`config.mk`:
```
export PLATFORM = sky130hd
export DESIGN_NAME = busdemux_top
export DESIGN_NICKNAME = d
export VERILOG_FILES = /design/src/rtl/busdemux_pkg.sv /design/src/rtl/busdemux_addr_latch.sv /design/src/rtl/busdemux_io_decode.sv /design/src/rtl/busdemux_ram_select.sv /design/src/rtl/busdemux_data_steer.sv /design/src/rtl/busdemux_top.sv
export SDC_FILE = /design/constraint.sdc
export NUM_CORES = 1
export LEC_CHECK = 0
export ABC_AREA = 0
export BUFFER_PORTS_ARGS = -buffer_cell sky130_fd_sc_hd__buf_2
export CAP_MARGIN = 20
export CORE_UTILIZATION = 41
export DETAILED_ROUTE_END_ITERATION = 8
export HOLD_SLACK_MARGIN = 0.08
export PLACE_DENSITY = 0.82
export SLEW_MARGIN = 20
export SYNTH_ARGS = -nofsm -noshare
export SYNTH_HDL_FRONTEND = slang
export SYNTH_HIERARCHICAL = 1
export SYNTH_SLANG_ARGS = --single-unit
```
`constraint.sdc`:
```
create_clock -name clk -period 1.6 [get_ports clk]
set_input_delay 0.4 -clock clk [delete_from_list [all_inputs] [get_ports clk]]
set_output_delay 0.4 -clock clk [all_outputs]
set_load 0.005 [all_outputs]
```
`src/rtl/busdemux_pkg.sv`:
```
package busdemux_pkg;

  // Direction chosen for the data buffer in a given cycle.
  typedef enum logic [1:0] {
    STEER_IDLE   = 2'd0,
    STEER_TO_LAT = 2'd1,
    STEER_TO_CPU = 2'd2,
    STEER_IACK   = 2'd3
  } steer_e;

  // Acknowledge wins over everything. Then the enable gates the buffer,
  // and the transmit line picks the direction.
  function automatic steer_e pick_steer(input logic en_n, input logic tx,
                                        input logic iack_n);
    steer_e s;
    if (!iack_n)  s = STEER_IACK;
    else if (en_n) s = STEER_IDLE;
    else if (tx)   s = STEER_TO_LAT;
    else           s = STEER_TO_CPU;
    return s;
  endfunction

endpackage

```
`src/rtl/busdemux_addr_latch.sv`:
```
module busdemux_addr_latch #(
  parameter int ADDR_W = 20
) (
  input  logic              clk,
  input  logic              rst,
  input  logic              ale_i,
  input  logic [ADDR_W-1:0] bus_i,
  output logic [ADDR_W-1:0] addr_next_o,
  output logic [ADDR_W-1:0] addr_q_o
);

  logic [ADDR_W-1:0] addr_q;

  // Pass-through value while the strobe is high, held value otherwise.
  always_comb addr_next_o = ale_i ? bus_i : addr_q;

  always_ff @(posedge clk) begin
    if (rst) addr_q <= '0;
    else     addr_q <= addr_next_o;
  end

  assign addr_q_o = addr_q;

endmodule

```
`src/rtl/busdemux_io_decode.sv`:
```
module busdemux_io_decode #(
  parameter int              PSEL_W   = 3,
  parameter int              N_PERIPH = 4,
  parameter int              ROM_W    = 2,
  parameter logic [ROM_W-1:0] ROM_CODE = '1
) (
  input  logic                clk,
  input  logic                rst,
  input  logic                ale_i,
  input  logic                mem_cycle_i,
  input  logic [PSEL_W-1:0]   psel_i,
  input  logic [ROM_W-1:0]    romf_i,
  output logic [N_PERIPH-1:0] periph_cs_n_o,
  output logic                rom_cs_n_o
);

  logic [N_PERIPH-1:0] per_hit;
  logic                rom_hit;

  // One comparator per peripheral; codes at or above N_PERIPH match nothing.
  for (genvar g = 0; g < N_PERIPH; g++) begin : g_per
    always_comb per_hit[g] = !ale_i && (psel_i == PSEL_W'(g));
  end

  always_comb rom_hit = !ale_i && !mem_cycle_i && (romf_i == ROM_CODE);

  always_ff @(posedge clk) begin
    if (rst) begin
      periph_cs_n_o <= '1;
      rom_cs_n_o    <= 1'b1;
    end else begin
      periph_cs_n_o <= ~per_hit;
      rom_cs_n_o    <= ~rom_hit;
    end
  end

endmodule

```
`src/rtl/busdemux_ram_select.sv`:
```
module busdemux_ram_select #(
  parameter int HI_W   = 4,
  parameter int PAIR_W = 3
) (
  input  logic                   clk,
  input  logic                   rst,
  input  logic                   ale_i,
  input  logic                   mem_cycle_i,
  input  logic [HI_W-1:0]        hi_i,
  output logic [(1<<PAIR_W)-1:0] pair_cs_n_o,
  output logic [PAIR_W-2:0]      block_o
);

  localparam int N_PAIRS = 1 << PAIR_W;

  logic [PAIR_W-1:0]  pair;
  logic               region_ok;
  logic               hit;
  logic [N_PAIRS-1:0] pair_sel;

  always_comb begin
    pair      = hi_i[PAIR_W-1:0];
    region_ok = (hi_i[HI_W-1:PAIR_W] == '0);
    hit       = !ale_i && mem_cycle_i && region_ok;
  end

  for (genvar p = 0; p < N_PAIRS; p++) begin : g_pair
    always_comb pair_sel[p] = hit && (pair == PAIR_W'(p));
  end

  always_ff @(posedge clk) begin
    if (rst) begin
      pair_cs_n_o <= '1;
      block_o     <= '0;
    end else begin
      pair_cs_n_o <= ~pair_sel;
      // Two neighbouring pairs share one block.
      block_o     <= hit ? pair[PAIR_W-1:1] : '0;
    end
  end

endmodule

```
`src/rtl/busdemux_data_steer.sv`:
```
module busdemux_data_steer
  import busdemux_pkg::*;
#(
  parameter int DATA_W = 16
) (
  input  logic              clk,
  input  logic              rst,
  input  logic [DATA_W-1:0] bus_i,
  input  logic [DATA_W-1:0] lat_data_i,
  input  logic              en_n_i,
  input  logic              tx_i,
  input  logic              iack_n_i,
  output logic [DATA_W-1:0] lat_data_o,
  output logic              lat_data_oe_o,
  output logic [DATA_W-1:0] cpu_data_o,
  output logic              cpu_data_oe_o
);

  localparam logic [DATA_W-1:0] IACK_WORD = {{(DATA_W-8){1'b0}}, 8'hFF};

  steer_e            steer;
  logic [DATA_W-1:0] lat_d, cpu_d;
  logic              lat_oe_d, cpu_oe_d;

  always_comb begin
    steer    = pick_steer(en_n_i, tx_i, iack_n_i);
    lat_d    = '0;
    cpu_d    = '0;
    lat_oe_d = 1'b0;
    cpu_oe_d = 1'b0;
    case (steer)
      STEER_TO_LAT: begin lat_d = bus_i;      lat_oe_d = 1'b1; end
      STEER_TO_CPU: begin cpu_d = lat_data_i; cpu_oe_d = 1'b1; end
      STEER_IACK:   begin cpu_d = IACK_WORD;  cpu_oe_d = 1'b1; end
      default: ;
    endcase
  end

  always_ff @(posedge clk) begin
    if (rst) begin
      lat_data_o    <= '0;
      lat_data_oe_o <= 1'b0;
      cpu_data_o    <= '0;
      cpu_data_oe_o <= 1'b0;
    end else begin
      lat_data_o    <= lat_d;
      lat_data_oe_o <= lat_oe_d;
      cpu_data_o    <= cpu_d;
      cpu_data_oe_o <= cpu_oe_d;
    end
  end

endmodule

```
`src/rtl/busdemux_top.sv`:
```
module busdemux_top #(
  parameter int               ADDR_W   = 20,
  parameter int               DATA_W   = 16,
  parameter int               PSEL_LSB = 5,
  parameter int               PSEL_W   = 3,
  parameter int               N_PERIPH = 4,
  parameter int               ROM_LSB  = 14,
  parameter int               ROM_W    = 2,
  parameter logic [ROM_W-1:0] ROM_CODE = '1,
  parameter int               PAIR_LSB = 16,
  parameter int               PAIR_W   = 3
) (
  input  logic                   clk,
  input  logic                   rst,
  input  logic [ADDR_W-1:0]      mux_bus_i,
  input  logic                   ale_i,
  input  logic                   dir_tx_i,
  input  logic                   data_en_n_i,
  input  logic                   mem_cycle_i,
  input  logic                   iack_n_i,
  input  logic [DATA_W-1:0]      lat_data_i,
  output logic [ADDR_W-1:0]      lat_addr_o,
  output logic [DATA_W-1:0]      lat_data_o,
  output logic                   lat_data_oe_o,
  output logic [DATA_W-1:0]      cpu_data_o,
  output logic                   cpu_data_oe_o,
  output logic [N_PERIPH-1:0]    periph_cs_n_o,
  output logic                   rom_cs_n_o,
  output logic [(1<<PAIR_W)-1:0] ram_pair_cs_n_o,
  output logic [PAIR_W-2:0]      ram_block_o
);

  localparam int HI_W = ADDR_W - PAIR_LSB;

  logic [ADDR_W-1:0] addr_next;

  busdemux_addr_latch #(.ADDR_W(ADDR_W)) u_latch (
    .clk         (clk),
    .rst         (rst),
    .ale_i       (ale_i),
    .bus_i       (mux_bus_i),
    .addr_next_o (addr_next),
    .addr_q_o    (lat_addr_o)
  );

  busdemux_io_decode #(
    .PSEL_W   (PSEL_W),
    .N_PERIPH (N_PERIPH),
    .ROM_W    (ROM_W),
    .ROM_CODE (ROM_CODE)
  ) u_io (
    .clk           (clk),
    .rst           (rst),
    .ale_i         (ale_i),
    .mem_cycle_i   (mem_cycle_i),
    .psel_i        (addr_next[PSEL_LSB +: PSEL_W]),
    .romf_i        (addr_next[ROM_LSB +: ROM_W]),
    .periph_cs_n_o (periph_cs_n_o),
    .rom_cs_n_o    (rom_cs_n_o)
  );

  busdemux_ram_select #(.HI_W(HI_W), .PAIR_W(PAIR_W)) u_ram (
    .clk         (clk),
    .rst         (rst),
    .ale_i       (ale_i),
    .mem_cycle_i (mem_cycle_i),
    .hi_i        (addr_next[ADDR_W-1:PAIR_LSB]),
    .pair_cs_n_o (ram_pair_cs_n_o),
    .block_o     (ram_block_o)
  );

  busdemux_data_steer #(.DATA_W(DATA_W)) u_steer (
    .clk           (clk),
    .rst           (rst),
    .bus_i         (mux_bus_i[DATA_W-1:0]),
    .lat_data_i    (lat_data_i),
    .en_n_i        (data_en_n_i),
    .tx_i          (dir_tx_i),
    .iack_n_i      (iack_n_i),
    .lat_data_o    (lat_data_o),
    .lat_data_oe_o (lat_data_oe_o),
    .cpu_data_o    (cpu_data_o),
    .cpu_data_oe_o (cpu_data_oe_o)
  );

endmodule

```
==> summary.md <==
| Metric | Value |
|---|---|
| Mapped Cells | `184` |
| Final Slew Violations | `0` |
| Worst Path Max Fanout | `2` |
| Die Y | `approximately 78 um` |
| Vias | `~1700` |
| Area grow syn2layout | `36.32%` |
| Diode count | `0` |
| Post_cts resized | `0` |
| CTS tree | `done` |
| Clk Latency, worst-skew pair | `~0.33 ns` |
| Placer Congestion | `0.7422` |
| Slew HR | `75.82%` |
| HPWL Detailed | `around 3600 um` |
| First-pass GRT wire length | `7465 um` |
| Ys Warns | `6` |
| Share of layout cells above drive strength 1 | `56.73%` |
| Critical Path RT | `1.82 ns` |
| Drt pass-1 iters | `4` |
| Post-route antenna net violation count | `0` |
| Drt drc | `0` |
| Synth cell types | `25` |
| Synth Net Count | `227` |
| Wire per inst | `approximately 13 um` |
| Async set-reset flop share out of synthesis | `0%` |
| CTS Buf Count | `9` |
| Post-route setup TNS | `0 ns` |
| CTS Hold Bufs | `0` |
| Final setup viols | `0` |
| Clock Skew | `~0.0042 ns` |
| Sequential fraction of the synthesis area | `between 50% and 60%` |
| Max-cap violation count | `0` |
| Top cells by count, synth | `dfxtp_1, mux2_4, nor2b_1, and2_2, and2_1` |
| Synth area leader | `dfxtp_1` |
| Die width | `a little under 80 um` |
| IO Count | `between 100 and 150` |
| Min Clock Period, post-route | `~1.2 ns` |
| PortBufs | `between 100 and 150` |
| Number of enable flip-flop cells after synthesis | `0` |
| Vias in the first global route | `1572` |
| Setup Crit Path Kind | `reg2reg` |
| FMAX | `just over 800 MHz` |
| Clock slew at reported path FFs | `roughly 0.070 ns` |
| CP Launch Type | `flop` |
| Nets@finish | `350` |
| Initial antenna violation count | `0` |
| CTS H-tree lvls | `3` |
| Flops & latches, synth | `between 60 and 70` |
| Worst-margin pin slew | `0.3612 ns` |
| First DRT Iteration DRCs | `50` |
| Hold/Removal Path Class | `in2reg` |
| Top cell type's share of synthesized area | `slightly below 60%` |
| Count leader, synth | `dfxtp_1` |
| Final period utilization | `about 77%` |
| Synth area leaders | `dfxtp_1, mux2_4, nor2b_1` |
| Non-filler instance count after layout | `around 380` |
| Outcome | `complete, no violations` |
| Final hold slack | `around 0.26 ns` |
| Arrival @ worst endpoint | `approximately 1.5 ns` |
| RSZ-0062 raised after global routing | `false` |
| Synth Flop Type | `dfxtp_1` |
| Crit. End Element | `flop` |
| Placed cells | `between 300 and 400` |
| All-layer global routing usage | `16.82%` |
| Leak pwr | `about 1.6 nW` |
| Clk root buf | `clkbuf_8` |
| Pwr Density | `1105 nW/um^2` |
| Detailed Route WL | `4856 um` |
| Via/cell ratio | `roughly 4.4` |
| Initial core utilization | `between 40% and 50%` |
| Total design power | `around 3.5 mW` |
| Final core occ | `58.17%` |
| Number of clock sinks | `69` |
| Core ar. | `approximately 5500 um^2` |
| Mapped Area | `2350 um^2` |
| CTS max path bufs | `2` |
| Final hold viol count | `0` |
| Largest net degree at the start of global routing | `18` |
| Die area | `slightly above 6000 um^2` |
| Grt ovf | `0` |
| Row count | `27` |
| Peak VDD IR | `approximately 0.69 mV` |
| Syn Area/Cell | `about 13 um^2` |
| Number of fill cells | `approximately 470` |
| Post-CTS setup buffers | `0` |
[path summary, 6_finish.rpt]
path                   startpoint                      to  slack (ns)  cells after the start
max           u_latch/addr_q_o[7]   u_io/periph_cs_n_o[0]        0.36                      3
min                lat_data_i[11]  u_steer/cpu_data_o[11]        0.26                      2
max reg2reg   u_latch/addr_q_o[7]   u_io/periph_cs_n_o[0]        0.36                      3
min reg2reg  u_latch/addr_q_o[12]    u_latch/addr_q_o[12]        0.60                      2
[cell usage in the layout (no fill, tap or decap), types with 2 or more instances in the layout]
| master | n |
|---|---|
| nand2b_1 | 8 |
| clkinv_2 | 2 |
| buf_4 | 10 |
| nor4b_4 | 2 |
| nand3b_1 | 3 |
| or2_1 | 2 |
| mux2_4 | 20 |
| nand2_1 | 3 |
| and2_1 | 10 |
| and2_2 | 16 |
| nand3_1 | 2 |
| buf_2 | 111 |
| clkbuf_8 | 10 |
| nand4b_1 | 3 |
| nor2b_1 | 20 |
| nor3b_1 | 2 |
| dfxtp_1 | 69 |
| o21ai_0 | 8 |
| clkinvlp_4 | 3 |
[critical path: stages, from the launching register on]
cell	delay, ns
dfxtp_1	0.33
mux2_4	0.28
nor3_2	0.17
or3b_1	0.35
[routing by layer]
metal / track usage (%) / wire, um
met5: 0 / 0
met4: 7.925 / 86
met3: 7.647 / 433
met2: 27.96 / 2261
met1: 18.13 / 2075
[per-stage QoR]
stage	instance area [um^2]	setup WS (ns)
6_report	3203	0.3636
5_1_grt	3203	0.3059
4_1_cts	3203	0.3669
3_5_place_dp	3003	0.04356
3_3_place_gp	3003	0.06644
2_1_floorplan	2350	0.06142
[final cells by class]
| cell class | count | area (um^2) | share of cell area (%) |
|---|---|---|---|
| multi-input cells | 106 | 900.9 | 28.13 |
| well taps | 72 | 90.09 | 2.813 |
| flip-flops and latches | 69 | 1381 | 43.12 |
| repair buffers | 121 | 630.6 | 19.69 |
| clock inverters | 6 | 62.56 | 1.953 |
| clock buffers | 10 | 137.6 | 4.297 |
[cells by family (layout without fill, tap and decap cells)]
group	count (synthesis)	in the layout	share of synthesized area, %
simple gates	77	77	23.64
mux	20	20	12.78
buf+inv	9	137	2.875
flops	69	69	58.79
compound gates	9	9	1.917
[where the power goes]
group | total [mW] | internal (mW) | leakage, nW | switching (mW)
registers | 1.80 | 1.78 | 0.565 | 0.0225
logic | 0.339 | 0.200 | 0.903 | 0.139
clock network | 1.40 | 0.756 | 0.0943 | 0.643
total | 3.54 | 2.73 | 1.56 | 0.804
[state kept, by name (all words and copies together), names as in the netlist]
signal	count
u_latch/addr_q_o	20
u_steer/cpu_data_o	16
u_steer/lat_data_o	16
u_ram/pair_cs_n_o	8
u_io/periph_cs_n_o	4
u_ram/block_o	2
u_io/rom_cs_n_o	1
u_steer/cpu_data_oe_o	1
u_steer/lat_data_oe_o	1
Note: power is estimated with default switching activity, not from simulation.
